File: config.mk
export PLATFORM = sky130hd
export DESIGN_NAME = irq_deliver_hub
export DESIGN_NICKNAME = d
export VERILOG_FILES = /design/src/rtl/irqd_pkg.sv /design/src/rtl/irqd_capture.sv /design/src/rtl/irqd_regs.sv /design/src/rtl/irqd_deliver.sv /design/src/rtl/irq_deliver_hub.sv
export SDC_FILE = /design/constraint.sdc
export NUM_CORES = 1
export LEC_CHECK = 0
export BUFFER_PORTS_ARGS = -buffer_cell sky130_fd_sc_hd__buf_2
export CAP_MARGIN = 20
export CORE_AREA = 2 2 147 149
export DETAILED_ROUTE_END_ITERATION = 6
export DIE_AREA = 0 0 149 151
export MAX_ROUTING_LAYER = met4
export PLACE_DENSITY = 0.71
export SLEW_MARGIN = 10
export SYNTH_ARGS = -nofsm -noshare
export SYNTH_HDL_FRONTEND = slang
export SYNTH_SLANG_ARGS = --single-unit
File: constraint.sdc
create_clock -name clk_i -period 1.8 [get_ports clk_i]
set_input_delay 0.09 -clock clk_i [delete_from_list [all_inputs] [get_ports clk_i]]
set_output_delay 0.09 -clock clk_i [all_outputs]
set_load 0.005 [all_outputs]
File: src/rtl/irqd_pkg.sv
package irqd_pkg;
  localparam int unsigned OFS_REQ  = 'h00;
  localparam int unsigned OFS_MASK = 'h04;
  localparam int unsigned OFS_PEND = 'h08;
  localparam int unsigned OFS_CTRL = 'h0C;
  localparam int unsigned OFS_ADDR = 'h10;
  localparam int unsigned OFS_PWR  = 'h14;
  localparam int unsigned OFS_VER  = 'h18;

  localparam logic [31:0] ADDR_RST  = 32'hFFFB_0003;
  localparam logic [31:0] PWR_CODE  = 32'h0000_0002;
  localparam int unsigned BERR_BIT  = 0;

  typedef enum logic {
    DLV_IDLE = 1'b0,
    DLV_BUSY = 1'b1
  } dlv_state_e;
endpackage

File: src/rtl/irqd_capture.sv
module irqd_capture #(
  parameter int unsigned N_IRQ = 32
) (
  input  logic             clk_i,
  input  logic             rst_ni,
  input  logic [N_IRQ-1:0] irq_i,
  input  logic [N_IRQ-1:0] mask_i,
  input  logic             pend_clr_i,
  output logic [N_IRQ-1:0] pend_o,
  output logic [N_IRQ-1:0] req_o,
  output logic             hit_o
);
  logic [N_IRQ-1:0] pend_q, req_q;
  logic [N_IRQ-1:0] en_irq;

  assign en_irq = irq_i & mask_i;
  assign hit_o  = |en_irq;

  always_ff @(posedge clk_i or negedge rst_ni) begin
    if (!rst_ni) begin
      pend_q <= '0;
      req_q  <= '0;
    end else begin
      // a set in the clearing cycle survives
      pend_q <= (pend_clr_i ? '0 : pend_q) | irq_i;
      req_q  <= req_q | en_irq;
    end
  end

  assign pend_o = pend_q;
  assign req_o  = req_q;

  assert_pend_set_R1: assert property (@(posedge clk_i) disable iff (!rst_ni)
    (irq_i != '0) |=> ((pend_q & $past(irq_i)) == $past(irq_i)));

  assert_req_set_R2: assert property (@(posedge clk_i) disable iff (!rst_ni)
    (en_irq != '0) |=> ((req_q & $past(en_irq)) == $past(en_irq)));

  assert_req_sticky_R2: assert property (@(posedge clk_i) disable iff (!rst_ni)
    (req_q != '0) |=> ((req_q & $past(req_q)) == $past(req_q)));

  assert_pend_clear_R6: assert property (@(posedge clk_i) disable iff (!rst_ni)
    pend_clr_i |=> (pend_q == $past(irq_i)));
endmodule

File: src/rtl/irqd_regs.sv
module irqd_regs #(
  parameter int unsigned N_IRQ = 32,
  parameter int unsigned AW    = 8,
  parameter int unsigned DW    = 32
) (
  input  logic             clk_i,
  input  logic             rst_ni,
  input  logic             reg_valid_i,
  input  logic             reg_write_i,
  input  logic [AW-1:0]    reg_addr_i,
  input  logic [DW-1:0]    reg_wdata_i,
  output logic [DW-1:0]    reg_rdata_o,
  input  logic [N_IRQ-1:0] pend_i,
  input  logic [N_IRQ-1:0] req_i,
  output logic             pend_clr_o,
  output logic [N_IRQ-1:0] mask_o,
  output logic             berr_o,
  output logic [DW-1:0]    addr_o,
  output logic             pwr_off_o
);
  import irqd_pkg::*;

  logic [N_IRQ-1:0] mask_q;
  logic [DW-1:0]    ctrl_q, addr_q;
  logic             pwr_q;
  logic             wr_en, rd_en;
  logic             sel_req, sel_mask, sel_pend, sel_ctrl, sel_addr, sel_pwr;
  logic [DW-1:0]    pend_w, req_w, mask_w, ctrl_w, rd_val;

  assign wr_en = reg_valid_i &  reg_write_i;
  assign rd_en = reg_valid_i & ~reg_write_i;

  assign sel_req  = (reg_addr_i == AW'(OFS_REQ));
  assign sel_mask = (reg_addr_i == AW'(OFS_MASK));
  assign sel_pend = (reg_addr_i == AW'(OFS_PEND));
  assign sel_ctrl = (reg_addr_i == AW'(OFS_CTRL));
  assign sel_addr = (reg_addr_i == AW'(OFS_ADDR));
  assign sel_pwr  = (reg_addr_i == AW'(OFS_PWR));

  always_ff @(posedge clk_i or negedge rst_ni) begin
    if (!rst_ni) begin
      mask_q <= '0;
      ctrl_q <= '0;
      addr_q <= DW'(ADDR_RST);
      pwr_q  <= 1'b0;
    end else begin
      pwr_q <= wr_en && sel_pwr && (reg_wdata_i == DW'(PWR_CODE));
      if (wr_en && sel_mask) mask_q <= reg_wdata_i[N_IRQ-1:0];
      if (wr_en && sel_ctrl) ctrl_q <= reg_wdata_i;
      if (wr_en && sel_addr) addr_q <= reg_wdata_i;
    end
  end

  always_comb begin
    pend_w = '0;
    req_w  = '0;
    mask_w = '0;
    ctrl_w = '0;
    pend_w[N_IRQ-1:0] = pend_i;
    req_w[N_IRQ-1:0]  = req_i;
    mask_w[N_IRQ-1:0] = mask_q;
    ctrl_w[BERR_BIT]  = ctrl_q[BERR_BIT];
  end

  always_comb begin
    rd_val = '0;
    unique case (1'b1)
      sel_req:  rd_val = req_w;
      sel_mask: rd_val = mask_w;
      sel_pend: rd_val = pend_w;
      sel_ctrl: rd_val = ctrl_w;
      sel_addr: rd_val = addr_q;
      default:  rd_val = '0;
    endcase
  end

  assign reg_rdata_o = rd_en ? rd_val : '0;
  assign pend_clr_o  = reg_valid_i && sel_pend;
  assign mask_o      = mask_q;
  assign berr_o      = ctrl_q[BERR_BIT];
  assign addr_o      = addr_q;
  assign pwr_off_o   = pwr_q;

  assert_ctrl_read_R4: assert property (@(posedge clk_i) disable iff (!rst_ni)
    (rd_en && sel_ctrl) |-> ((reg_rdata_o & ~(DW'(1) << BERR_BIT)) == '0));

  assert_addr_hold_R9: assert property (@(posedge clk_i) disable iff (!rst_ni)
    !(wr_en && sel_addr) |=> $stable(addr_q));
endmodule

File: src/rtl/irqd_deliver.sv
module irqd_deliver #(
  parameter int unsigned DW    = 32,
  parameter int unsigned LOW_W = 5
) (
  input  logic          clk_i,
  input  logic          rst_ni,
  input  logic          fire_i,
  input  logic [DW-1:0] addr_i,
  output logic          wr_req_o,
  output logic [DW-1:0] wr_addr_o,
  output logic [DW-1:0] wr_data_o,
  input  logic          wr_ack_i
);
  import irqd_pkg::*;

  dlv_state_e    state_q;
  logic          queued_q;
  logic [DW-1:0] addr_q, data_q;
  logic          start;

  assign start = (state_q == DLV_IDLE) && (fire_i || queued_q);

  always_ff @(posedge clk_i or negedge rst_ni) begin
    if (!rst_ni) begin
      state_q  <= DLV_IDLE;
      queued_q <= 1'b0;
      addr_q   <= '0;
      data_q   <= '0;
    end else begin
      if (start) begin
        state_q  <= DLV_BUSY;
        queued_q <= 1'b0;
        addr_q   <= {addr_i[DW-1:LOW_W], {LOW_W{1'b0}}};
        data_q   <= DW'(addr_i[LOW_W-1:0]);
      end else if (state_q == DLV_BUSY) begin
        // merge arrivals into one follow-up write
        queued_q <= queued_q | fire_i;
        if (wr_ack_i) state_q <= DLV_IDLE;
      end
    end
  end

  assign wr_req_o  = (state_q == DLV_BUSY);
  assign wr_addr_o = addr_q;
  assign wr_data_o = data_q;

  assert_req_hold_R3: assert property (@(posedge clk_i) disable iff (!rst_ni)
    (wr_req_o && !wr_ack_i) |=> (wr_req_o && $stable(wr_addr_o) && $stable(wr_data_o)));

  assert_addr_align_R3: assert property (@(posedge clk_i) disable iff (!rst_ni)
    wr_req_o |-> (wr_addr_o[LOW_W-1:0] == '0));

  assert_gap_after_ack_R5: assert property (@(posedge clk_i) disable iff (!rst_ni)
    (wr_req_o && wr_ack_i) |=> !wr_req_o);
endmodule

File: src/rtl/irq_deliver_hub.sv
module irq_deliver_hub #(
  parameter int unsigned N_IRQ = 32,
  parameter int unsigned AW    = 8,
  parameter int unsigned DW    = 32,
  parameter int unsigned LOW_W = 5
) (
  input  logic             clk_i,
  input  logic             rst_ni,
  input  logic [N_IRQ-1:0] irq_i,
  input  logic             reg_valid_i,
  input  logic             reg_write_i,
  input  logic [AW-1:0]    reg_addr_i,
  input  logic [DW-1:0]    reg_wdata_i,
  output logic [DW-1:0]    reg_rdata_o,
  output logic             wr_req_o,
  output logic [DW-1:0]    wr_addr_o,
  output logic [DW-1:0]    wr_data_o,
  input  logic             wr_ack_i,
  output logic             pwr_off_o
);
  logic [N_IRQ-1:0] pend, req, mask;
  logic             pend_clr, hit, berr, fire;
  logic [DW-1:0]    dlv_addr;

  irqd_capture #(.N_IRQ(N_IRQ)) i_capture (
    .clk_i      (clk_i),
    .rst_ni     (rst_ni),
    .irq_i      (irq_i),
    .mask_i     (mask),
    .pend_clr_i (pend_clr),
    .pend_o     (pend),
    .req_o      (req),
    .hit_o      (hit)
  );

  irqd_regs #(.N_IRQ(N_IRQ), .AW(AW), .DW(DW)) i_regs (
    .clk_i       (clk_i),
    .rst_ni      (rst_ni),
    .reg_valid_i (reg_valid_i),
    .reg_write_i (reg_write_i),
    .reg_addr_i  (reg_addr_i),
    .reg_wdata_i (reg_wdata_i),
    .reg_rdata_o (reg_rdata_o),
    .pend_i      (pend),
    .req_i       (req),
    .pend_clr_o  (pend_clr),
    .mask_o      (mask),
    .berr_o      (berr),
    .addr_o      (dlv_addr),
    .pwr_off_o   (pwr_off_o)
  );

  assign fire = hit && !berr;

  irqd_deliver #(.DW(DW), .LOW_W(LOW_W)) i_deliver (
    .clk_i     (clk_i),
    .rst_ni    (rst_ni),
    .fire_i    (fire),
    .addr_i    (dlv_addr),
    .wr_req_o  (wr_req_o),
    .wr_addr_o (wr_addr_o),
    .wr_data_o (wr_data_o),
    .wr_ack_i  (wr_ack_i)
  );

  assert_berr_blocks_R4: assert property (@(posedge clk_i) disable iff (!rst_ni)
    (!wr_req_o && berr && !fire) |=> (!wr_req_o || $past(i_deliver.queued_q)));
endmodule

# After elaboration in Yosys (flattened, before gate mapping)

Index checks and enable logic that the tools add are counted.
W data, S select, Z words.

Bits in registers: 164
Bits of input ports: 77
Output and inout port bits: 98
Logic and storage cells: 45

Equality and inequality tests: 6
Mux-type cells: 8
Bitwise gates (word level): 8
Reduce and logical (&&, ||, !) cells: 13

Operator list:

| kind                  | count |
|---|---|
| $pmux W32 S5          | 1 |
| $mux W32              | 2 |
| $or A32 B32 Y32       | 2 |
| $and A32 B32 Y32      | 1 |
| $eq A32 B2 Y1 const B | 1 |
| $reduce_or A32 Y1     | 1 |
| $eq A8 B4 Y1 const B  | 2 |
| $eq A8 B5 Y1 const B  | 2 |
| $eq A8 B3 Y1 const B  | 1 |
| $logic_and A1 B1 Y1   | 8 |
| $logic_not A8 Y1      | 1 |
| $mux W1               | 5 |
| $and A1 B1 Y1         | 2 |
| $not A1 Y1            | 2 |
| $reduce_bool A2 Y1    | 1 |
| $logic_not A1 Y1      | 1 |
| $logic_or A1 B1 Y1    | 1 |
| $or A1 B1 Y1          | 1 |

# Depth between registers and ports, before layout

Gate-level depths: netlist of the first run.

Depth after elaboration: 6
Depth in mapped cells: 8
Depth with buffers taken out: 5

# Hierarchy

A second synthesis of the first run with hierarchy kept.

Cells, all modules: 656
Area, all modules: 8269.2 um^2

By module, submodules not included:

| module          | times used | cells each | area an instance (um^2) | sequential area each (um^2) |
|---|---|---|---|---|
| irqd_regs       | 1          | 396        | 4342.9                  | 1672.9 |
| irqd_capture    | 1          | 153        | 2274.7                  | 1601.5 |
| irqd_deliver    | 1          | 106        | 1637.8                  | 850.8 |
| irq_deliver_hub | 1          | 1          | 13.8                    | 0.0 |

# Worst setup path after synthesis of the first run

OpenSTA, ideal clock, no wires.

Path kind: input-to-reg
Start: in reg_addr_i[5]
End: reg i_regs.mask_q[10] (netlist: i_regs.mask_o[10])
Setup time: 127 ps
Arrival: 1842 ps
Data required time: 1673 ps
Path slack: -169 ps
Cell stages on the path: 8
Buffers on the path: 3
Cell sequence: nor4_2 -> or3b_1 -> buf_2 -> nor3b_2 -> and3_1 -> buf_4 -> buf_6 -> mux2_1

Cells in the longest elaborated chain, start to end: 2

Ends and longest elaborated chain:

| what                   | RTL line              | RTL |
|---|---|---|
| start: declaration     | irq_deliver_hub.sv:12 | `input logic [AW-1:0] reg_addr_i,` |
| $eq A8 B3 Y1           | irqd_regs.sv:34       | `assign sel_mask = (reg_addr_i == AW'(OFS_MASK));` |
| $logic_and A1 B1 Y1    | irqd_regs.sv:48       | `if (wr_en && sel_mask) mask_q <= reg_wdata_i[N_IRQ-1:0];` |
| end signal: assignment | irqd_regs.sv:48       |  |
| end: declaration       | irqd_regs.sv:23       | `logic [N_IRQ-1:0] mask_q;` |

No other way between the ends.
A chain may end at the register's enable or synchronous reset.

# Worst setup path after layout of the first run

Start: in reg_addr_i[7]
End: out reg_rdata_o[3]

Cells in the longest elaborated chain, start to end: 3
Elaborated cells on any way between the ends: 7
Classes of those cells: 4 x eq/ne; 2 x mux; 1 x reduce/logical

Ends and longest elaborated chain:

| what                                 | RTL line              | RTL |
|---|---|---|
| $eq A8 B5 Y1 (tied with other cells) | irqd_regs.sv:37       | `assign sel_addr = (reg_addr_i == AW'(OFS_ADDR));` |
| $pmux W32 S5 *                       | irqd_regs.sv:67       | `unique case (1'b1)` |
| $mux W32 *                           | irqd_regs.sv:77       | `assign reg_rdata_o = rd_en ? rd_val : '0;` |
| end: declaration                     | irq_deliver_hub.sv:14 | `output logic [DW-1:0] reg_rdata_o,` |

Every way passes the cells marked *; elsewhere a longest branch is shown, timed or not.

==> results of run 1 <==
synthesized netlist by cell type, types with 4 or more instances:
cell type,number
nor2_1,4
a21o_1,64
nand4b_1,33
nor4_1,8
or4_1,4
nor3b_1,31
a21oi_1,64
dfstp_2,17
mux2_2,36
nand2_1,40
clkbuf_1,57
a222oi_1,31
o21ai_0,31
dfrtp_1,147
nand3_1,34
mux2_1,30
nor3_1,4
buf_2,4
a32o_1,32
a22oi_1,17
buf_4,33
cell type report:
| cell class | instances | area [um2] |
|---|---|---|
| antenna | 1 | 2.50 |
| clock buffer | 21 | 450 |
| clock inverter | 11 | 175 |
| fill | 1714 | 9190 |
| inverter | 3 | 11.3 |
| multi-input combinational | 511 | 4040 |
| sequential | 164 | 4130 |
| tap | 275 | 344 |
| timing repair buffer | 310 | 2480 |
worst max-delay path, stage by stage:
cell and delay (ps):
buf_6 100, nor4_4 280, or3b_4 450, buf_6 150, nor3_4 170, buf_6 170, buf_12 130, nand2_1 100
a21oi_2 170, buf_2 140
state kept, by name (all words and copies together) (netlist names):
register and count:
i_capture.pend_o 32, i_capture.req_o 32, i_regs.addr_o 32, i_regs.mask_o 32, i_deliver.wr_addr_o 27, i_deliver.wr_data_o 5, i_deliver.queued_q 1, i_deliver.wr_req_o 1
i_regs.ctrl_q 1, i_regs.pwr_off_o 1
power by group through the flow:
stage,Combinational (uW),Clock [uW],Sequential (uW)
5_1_grt,3460,4090,5020
2_1_floorplan,1640,0,4880
3_3_place_gp,2770,0,4930
4_1_cts,3170,3930,4910
6_report,3170,3890,4940
3_5_place_dp,2820,0,4970
repair_timing:
| item | CTS | global route |
|---|---|---|
| gates resized for setup | 95 | 51 |
| cloned | 4 | 3 |
| setup buffers | 8 | 7 |
| endpoints found under the setup margin | 65 | 66 |
| hold endpoints to repair | 178 | 0 |
| pin swaps | 15 | 35 |
| hold buffers | 66 | 0 |
kinds of logic (layout without fill, tap and decap cells):
| logic type | after synthesis | after routing | share of synthesized area, % |
|---|---|---|---|
| compound gates | 244 | 244 | 21.4 |
| simple gates | 169 | 169 | 12.8 |
| flops | 164 | 164 | 50.3 |
| buf+inv | 101 | 345 | 6.47 |
| mux | 66 | 66 | 9.06 |
| other cells | 1 | 33 | 0.0457 |
stage by stage:
step / hold WS, ps / cell area (um2)
2_1_floorplan: -206 / 8340
3_3_place_gp: 82.9 / 9690
3_5_place_dp: 86.3 / 9690
4_1_cts: 110 / 11400
5_1_grt: 147 / 11600
6_report: 134 / 11600
routing by layer:
layer / share of wire [%] / track usage, % / vias to the layer above / wire length [um]
li1: - / - / 3341 / -
met1: 41 / 31.7 / 3849 / 11200
met2: 47 / 37.5 / 422 / 13000
met3: 8.3 / 4.67 / 83 / 2280
met4: 3.5 / 10.8 / 0 / 967
met5: 0 / - / - / 0
worst max path at each step:
stage / end / cells past startpoint / from / slack, ps
6_report: reg_rdata_o[3] / 10 / reg_addr_i[7] / -240
5_1_grt: reg_rdata_o[31] / 9 / reg_addr_i[7] / -310
4_1_cts: reg_rdata_o[3] / 10 / reg_addr_i[5] / -180
3_5_place_dp: reg_rdata_o[1] / 9 / reg_addr_i[5] / -340
3_3_place_gp: reg_rdata_o[1] / 9 / reg_addr_i[5] / -270
2_1_floorplan: i_regs.mask_o[10] / 8 / reg_addr_i[5] / -130
==> results.yml, run 1 <==
clock_tree:
  cts-root-buf: "clkbuf_16"
  htreeDepth: 4
  cts_tree: "yes"
  cts_buffers: 17
  clk_pin_slew_worst_paths_ps: 60
  clk_latency_ps: 430
  cts_max_path_buffers: 2
  clock-sinks: 164
place:
  port_buffers: 142
  pre_cts_ws_ps: -340
  gp_congestion: 0.848
  dp_cells: 1179
  dpl.hpwl_mm: 17.3
drt:
  wirelength_mm: 27.4
  wl_per_cell_um: 21.2
  viasPerCell: 5.94
  drt_pass1_iterations: 6
  drcViolationCount: 0
  drt_iter0_drc: 790
  ant_nets: 0
  vias: 7695
status:
  violations: "negative setup slack"
  status: "finished, violations left"
worst_setup_path:
  required_ps: 1710
  timing.rr.start: "i_regs.mask_o[26]"
  arrival_ps: 1950
  startpoint_type: "input port"
  regToRegSetupSlack_ps: -120
  worstSetupPathType: "input port to output port"
  reg2reg_depth: 6
  worst_setup_path_end_kind: "output port"
  cp_max_fo: 7
  r2r-end: "i_deliver.wr_addr_o[31]"
synthesis:
  synth_top_cell_by_area: "dfrtp_1"
  synthFlopType: "dfrtp_1"
  synth.area.top_cells: "dfrtp_1 (45%), a21o_1 (5.9%), dfstp_2 (5.4%)"
  yosysWarnings: 0
  synth-seq-cells: 164
  synth_edf_count: 0
  async_reset_ff_share_pct: 100
  synth_top_area_share_pct: 44.8
  synthCells: 745
  synth.distinct_cells: 39
  synth_area_um2: 8200
  syn_avg_cell_area_um2: 11.0
  seq_area_frac_synth_pct: 50.3
global_routing:
  track_usage_pct: 24.4
  grt_max_degree: 67
  antenna_found_initial: 0
  grt_pass1_vias: 7347
  grt_pass1_wl_mm: 41.1
  grt_overflow_total: 0
pwr:
  power.internal_uw: 8140
  total_power_uw: 12000
  p_switching_uw: 3860
  power_frac_seq_pct: 41.1
  vdd_ir_drop_max_v: 0.000706
  p_clk_share_pct: 32.4
  swShare_pct: 32.1
  leakagePower_uw: 0.00518
  powerDensity_nw_per_um2: 1030
  p_comb_share_pct: 26.4
sta:
  slew_headroom_pct: 41.4
  finalSetupViolCount: 66
  skew_ps: 9.79
  fmax_mhz: 491
  slew_violations: 0
  period_share_pct: 113
  rsz0062_at_grt: "true"
  period_needed_ps: 2040
  setup_ws_ps: -238
  tightestPinTransition_ps: 875
  setup-tns-final_ps: -7050
  hold_violations: 0
floorplanning:
  die_h_um: 151
  core_um2: 20800
  die_x_um: 149
  rows: 53
  die_area_um2: 22500
  floorplan.initialDensity_pct: 39.4
  num_io_pins: 175
layout:
  fin_cells: 1296
  final_core_util_pct: 55.9
  nNetsFinal: 1084
  layout_commonest_cell: "dfrtp_1"
  syn_to_final_growth_pct: 41.9
  drive_gt1_share_pct: 40.0
  mostFrequentLayoutCells: "dfrtp_1 (146), buf_2 (139), buf_4 (68)"
run:
  drv_cap: 0
worst_hold_path:
  hold_path_class: "input port to flop"
  min_path_cells: 5
  holdPathEnd: "i_regs.pwr_off_o"
  hp-start: "reg_valid_i"
Note: power is estimated with default switching activity, not from simulation.
==> run 2: changes to the inputs <==
--- a/config.mk
+++ b/config.mk
@@ -14,2 +14,3 @@
 export PLACE_DENSITY = 0.71
+export RECOVER_POWER = 100
 export SLEW_MARGIN = 10
==> constraint.sdc (replaced) <==
create_clock -name clk_i -period 1.8 [get_ports clk_i]
set_input_delay 0.54 -clock clk_i [delete_from_list [all_inputs] [get_ports clk_i]]
set_output_delay 0.54 -clock clk_i [all_outputs]
set_load 0.005 [all_outputs]
==> run 2 against run 1 <==
The run still ends with negative setup slack left. Sequential share of layout area decreased by 0.72 points. First-iteration DRC count decreased by 10%. Flip-flop and latch count unchanged. Combinational power increased by 3%. Non-clock buffer count increased by 2. Critical path depth unchanged. Global-route usage increased by 1.1 points.
==> results.yml, run 2 (synthesis results as in run 1) <==
pwr:
  vdd_ir_drop_max_v: 0.000781
  p_clk_share_pct: 33.4
  p_comb_share_pct: 26.4
  swShare_pct: 31.5
  powerDensity_nw_per_um2: 1040
  power.internal_uw: 8470
  p_switching_uw: 3910
  leakagePower_uw: 0.00515
  power_frac_seq_pct: 40.2
place:
  dpl_cell_area_um2: 10500
  gp_congestion: 0.930
  port_buffers: 142
  dpl.hpwl_mm: 18.7
  pre_cts_ws_ps: -1160
sta:
  hold_violations: 0
  fmax_mhz: 343
  setup_ws_ps: -1120
  skew_ps: 15.1
  tightestPinTransition_ps: 855
  period_needed_ps: 2920
  slew_headroom_pct: 43.0
  setup-tns-final_ps: -66890
  slew_violations: 0
  rsz0062_at_grt: "true"
  period_share_pct: 162
  finalSetupViolCount: 162
worst_setup_path:
  required_ps: 1260
  path_buf_inv: 5
  worst_setup_path_end_kind: "output port"
  crit_path_end: "reg_rdata_o[20]"
  timing.rr.start: "i_regs.mask_o[30]"
  r2r-end: "i_deliver.wr_addr_o[31]"
  cp_common_cell: "buf_6"
  reg2reg_depth: 7
  path_delay_family: "simple AND/OR/NAND/NOR gates"
  slowest_stage: "or3b_4"
  cp_max_fo: 5
  cp_num_cells: 10
  arrival_ps: 2380
  path_cells: "buf_6 > nor4_4 > or3b_4 > buf_6 > nor3_4 > buf_6 > clkbuf_16 > a222oi_1 > a21oi_2 > buf_2"
  regToRegSetupSlack_ps: -220
  worstSetupPathType: "input port to output port"
  max_stage_delay_ps: 470
  startpoint_type: "input port"
  startpoint: "reg_addr_i[7]"
drt:
  drcViolationCount: 0
  ant_nets: 0
  wirelength_mm: 28.9
  drt_iter0_drc: 710
  vias: 7646
  wl_per_cell_um: 22.2
  viasPerCell: 5.89
  drt_pass1_iterations: 6
layout:
  multi_input_area_um2: 4340
  ff_latch_area_um2: 4130
  drive_gt1_share_pct: 45.3
  mostFrequentLayoutCells: "dfrtp_1 (146), buf_2 (110), buf_4 (83)"
  layout_commonest_cell: "dfrtp_1"
  nNetsFinal: 1086
  final_core_util_pct: 57.0
  syn_to_final_growth_pct: 44.8
  design_area_um2: 11900
  nFillCells: 1771
floorplanning:
  die_h_um: 151
  rows: 53
  core_um2: 20800
  die_x_um: 149
  die_area_um2: 22500
  floorplan.initialDensity_pct: 39.4
  num_io_pins: 175
global_routing:
  grt_pass1_vias: 7334
  antenna_found_initial: 4
  grt_pass1_wl_mm: 42.2
  grt_max_degree: 43
  track_usage_pct: 25.5
  grt_overflow_total: 0
clock_tree:
  clk_pin_slew_worst_paths_ps: 60
  clk_latency_ps: 440
  htreeDepth: 4
  cts_tree: "yes"
  cts-root-buf: "clkbuf_16"
  cts_buffers: 17
  cts_max_path_buffers: 2
  clock-sinks: 164
run:
  drv_cap: 0
worst_hold_path:
  hold_path_class: "input port to flop"
status:
  violations: "negative setup slack"
  status: "finished, violations left"
-- run 2: cell count changes in the layout (fill, tap and decap cells not counted), sizes merged --
| cell | change |
|---|---|
| dlygate4sd3 | -65 |
| inv | -1 |
| clkbuf | +63 |
| bufinv | +2 |
| buf | +3 |
| clkinvlp | -2 |
| diode | +3 |
-- run 2: metal layers --
layer,GRT usage [%],vias up,share of wire [%]
li1,-,3350,-
met1,33.8,3889,43
met2,38.4,358,49
met3,5.03,49,6.0
met4,10.9,0,2.6
met5,-,-,0
-- run 2: worst reg2reg max path, delay by kind of cell (launching register included) --
| kind | cells | cell delay, ps |
|---|---|---|
| DFF | 1 | 390 |
| buffers and inverters | 2 | 330 |
| and+or+nand+nor | 3 | 830 |
| AOI/OAI and AO/OA | 2 | 340 |
-- run 2: area by class of cell --
cell class                      instances  share of cell area (%)
Tap cell                              275                    2.90
Timing Repair Buffer                  312                    20.1
Inverter                                3                  0.0948
Clock buffer                           20                    3.84
Antenna cell                            4                  0.0843
Sequential cell                       164                    34.7
Clock inverter                         10                    1.72
Multi-Input combinational cell        511                    36.5
-- run 2: worst min-delay path by stage --
stage | cells after the start | from | to | slack [ps]
2_1_floorplan | 0 | rst_ni | i_capture.pend_o[0] | 240
4_1_cts | 2 | irq_i[26] | i_capture.pend_o[26] | 320
3_3_place_gp | 1 | i_capture.req_o[10] | i_capture.req_o[10] | 440
6_report | 2 | irq_i[26] | i_capture.pend_o[26] | 330
3_5_place_dp | 1 | i_capture.req_o[26] | i_capture.req_o[26] | 450
5_1_grt | 2 | irq_i[26] | i_capture.pend_o[26] | 330
-- run 2: power groups by stage --
stage	Clock (uW)	Combinational [uW]	Sequential, uW
6_report	4140	3270	4980
5_1_grt	4320	3550	5070
4_1_cts	4190	3180	4950
3_5_place_dp	0	3010	5010
3_3_place_gp	0	2940	4960
2_1_floorplan	0	1760	4890
-- run 2: metrics by stage --
step / instances / hold slack, ps / power, uW
floorplan: 776 / 244 / 6650
global placement: 1233 / 438 / 7900
detailed placement: 1233 / 445 / 8030
CTS: 1284 / 318 / 12300
global route: 1299 / 328 / 12900
finish: 1299 / 334 / 12400
-- run 2: what timing repair did --
action | CTS | global route
resized for setup | 61 | 70
pin swaps | 19 | 58
buffers inserted | 12 | 9
setup endpoints to repair | 162 | 164
gates cloned | 8 | 7
endpoints found under the hold margin | 28 | 0
hold buffers | 1 | 0
==> run 3: changes to the inputs <==
ABC_AREA = 1   (was unset)
CORE_AREA = 2 2 142 144   (was 2 2 147 149)
DIE_AREA = 0 0 144 146   (was 0 0 149 151)
PLACE_DENSITY = 0.72   (was 0.71)
==> run 3 against run 2 <==
Critical endpoint is now reg_rdata_o[29]. Highest routed layer unchanged. The run still ends with negative setup slack left. Combinational power down 54%. Area after synthesis decreased by 6.3%. Register-to-register slack improved by 310 ps.
==> results.yml, run 3 <==
status:
  status: "finished, violations left"
  violations: "negative setup slack"
sta:
  setup-tns-final_ps: -16010
  slew_violations: 0
  slew_headroom_pct: 48.8
  hold_violations: 0
  skew_ps: 10.6
  rsz0062_at_grt: "true"
  whs_ps: 299
  period_needed_ps: 2360
  finalSetupViolCount: 47
  setup_ws_ps: -556
  tightestPinTransition_ps: 769
  fmax_mhz: 425
  period_share_pct: 131
worst_setup_path:
  timing.rr.start: "i_regs.mask_o[6]"
  startpoint_type: "input port"
  max_stage_delay_ps: 200
  startpoint: "reg_addr_i[0]"
  regToRegSetupSlack_ps: 90
  worst_setup_path_end_kind: "output port"
  crit_path_end: "reg_rdata_o[29]"
  cp_common_cell: "nor2_1"
  slowest_stage: "and2_4"
  reg2reg_depth: 12
  cp_max_fo: 7
  required_ps: 1260
  arrival_ps: 1820
  path_cells: "buf_8 > inv_12 > nand2_8 > nor3_4 > and2_4 > buf_6 > buf_12 > nand2_2 > nand2_1 > nor2_1 > nor2_1 > buf_2"
  worstSetupPathType: "input port to output port"
  r2r-end: "i_deliver.wr_addr_o[5]"
synthesis:
  synth_common_cells: "nand2_1 (307), dfrtp_1 (147), inv_1 (105), nor2_1 (88), o21ai_1 (56)"
  synthFlopType: "dfrtp_1"
  yosysWarnings: 0
  syn_avg_cell_area_um2: 8.23
  async_reset_ff_share_pct: 100
  synth_top_cell_by_area: "dfrtp_1"
  synthCells: 934
  yosysMostFrequentCell: "nand2_1"
  synth-seq-cells: 164
  synth.distinct_cells: 30
  synth.area.top_cells: "dfrtp_1 (48%), nand2_1 (15%), dfstp_2 (5.8%)"
  seq_area_frac_synth_pct: 53.6
  synth_top_area_share_pct: 47.8
  synth_area_um2: 7690
  synth_edf_count: 0
drt:
  wl_met2_mm: 10.5
  ant_nets: 0
  met3_length_mm: 1.42
  vias: 6779
  dr.max_layer_used: "met4"
  drcViolationCount: 0
  wirelength_mm: 21.9
  viasPerCell: 4.78
  drt_pass1_iterations: 5
  drt_iter0_drc: 440
  m1WireLength_mm: 9.58
  wl_per_cell_um: 15.4
floorplanning:
  num_io_pins: 175
  rows: 51
  die_h_um: 146
  die_area_um2: 21000
  core_um2: 19300
  die_x_um: 144
  floorplan.initialDensity_pct: 39.8
pwr:
  p_clk_share_pct: 39.8
  p_comb_share_pct: 16.7
  swShare_pct: 27.8
  power.internal_uw: 6500
  vdd_ir_drop_max_v: 0.000747
  total_power_uw: 8990
  leakagePower_uw: 0.00568
  powerDensity_nw_per_um2: 873
  p_switching_uw: 2500
  power_frac_seq_pct: 43.5
clock_tree:
  htreeDepth: 4
  cts_max_path_buffers: 2
  clock-sinks: 164
  clk_pin_slew_worst_paths_ps: 60
  cts-root-buf: "clkbuf_16"
  cts_tree: "yes"
  clk_latency_ps: 430
  cts_buffers: 17
layout:
  multi_input_area_um2: 3050
  ff_latch_area_um2: 4130
  drive_gt1_share_pct: 30.0
  fin_cells: 1418
  syn_to_final_growth_pct: 33.9
  layout_commonest_cell: "nand2_1"
  mostFrequentLayoutCells: "nand2_1 (289), dfrtp_1 (147), buf_2 (134)"
  nNetsFinal: 1216
  nFillCells: 1798
place:
  gp_congestion: 0.848
  dpl.hpwl_mm: 15.4
  port_buffers: 142
  dp_cells: 1371
  pre_cts_ws_ps: -813
global_routing:
  grt_max_degree: 59
  grt_overflow_total: 0
  track_usage_pct: 21.9
  grt_pass1_vias: 6714
  grt_pass1_wl_mm: 34.8
  antenna_found_initial: 1
run:
  drv_cap: 0
worst_hold_path:
  hold_path_class: "input port to flop"
run 3: cell count changes in the layout (fill, tap and decap cells not counted), sizes merged, moves of 28 or more:
cell    change
inv       +105
o21ai      +38
nand4b     -33
o21bai     +32
clkbuf     -54
a21oi      -62
buf        -28
mux2       -66
nor2       +86
a222oi     -31
a32o       -32
nor3b      -32
nand2     +272
a21o       -64
run 3: stage by stage:
stage               cell area (um2)  utilization [%]
floorplan                      7870                -
global placement               9160             47.4
detailed placement             9160             47.4
CTS                           10100             52.3
global route                  10300             53.3
finish                        10300             53.3
run 3: how the worst min path moves through the flow:
stage,start,cells after the start,end,slack (ps)
after detailed placement,rst_ni,1,i_deliver.wr_addr_o[23],440
after floorplan,rst_ni,0,i_capture.pend_o[0],240
after global routing,wr_ack_i,2,i_deliver.wr_req_o,300
after global placement,i_capture.req_o[19],2,i_capture.req_o[19],430
final,wr_ack_i,2,i_deliver.wr_req_o,300
after CTS,wr_ack_i,2,i_deliver.wr_req_o,290
run 3: power groups by stage:
stage / clock (uW) / sequential (uW) / combinational, uW
2_1_floorplan: 0 / 3970 / 631
6_report: 3580 / 3910 / 1500
4_1_cts: 3630 / 3910 / 1410
5_1_grt: 3800 / 3930 / 1630
3_3_place_gp: 0 / 3970 / 1340
3_5_place_dp: 0 / 3980 / 1360
run 3: routing by layer:
metal | vias to the layer above | track usage, %
met3 | 32 | 4.80
met1 | 3228 | 29.2
met4 | 0 | 5.93
li1 | 3277 | -
met5 | - | -
met2 | 242 | 34.0
run 3: worst max-delay path: cells and delay by family:
family | cells | cell delay (ps)
buffers and inverters | 5 | 570
AND/OR/NAND/NOR | 7 | 700
run 3: what timing repair did:
action,4_1_cts,5_1_grt
setup buffers,6,4
endpoints found under the setup margin,41,63
pin swaps,25,22
hold buffers,1,0
gates cloned,3,1
hold endpoints to repair,17,0
gates resized for setup,60,50
run 3: area by class of cell:
cell class | count | area share, %
Sequential cell | 164 | 40.1
Multi-Input combinational cell | 620 | 29.6
Timing Repair Buffer | 227 | 17.0
Inverter | 109 | 4.36
Clock inverter | 9 | 0.923
Antenna cell | 1 | 0.0243
Clock buffer | 23 | 4.74
Tap cell | 265 | 3.22
run 3: logic make-up (layout without fill, tap and decap cells):
family                 count (synthesis)  after routing  synth area share [%]
AO/OA/AOI/OAI                        134            134                  10.6
buffers and inverters                181            368                  12.0
flip-flops                           164            164                  53.6
other                                  1             33                0.0488
AND/OR/NAND/NOR                      454            454                  23.8
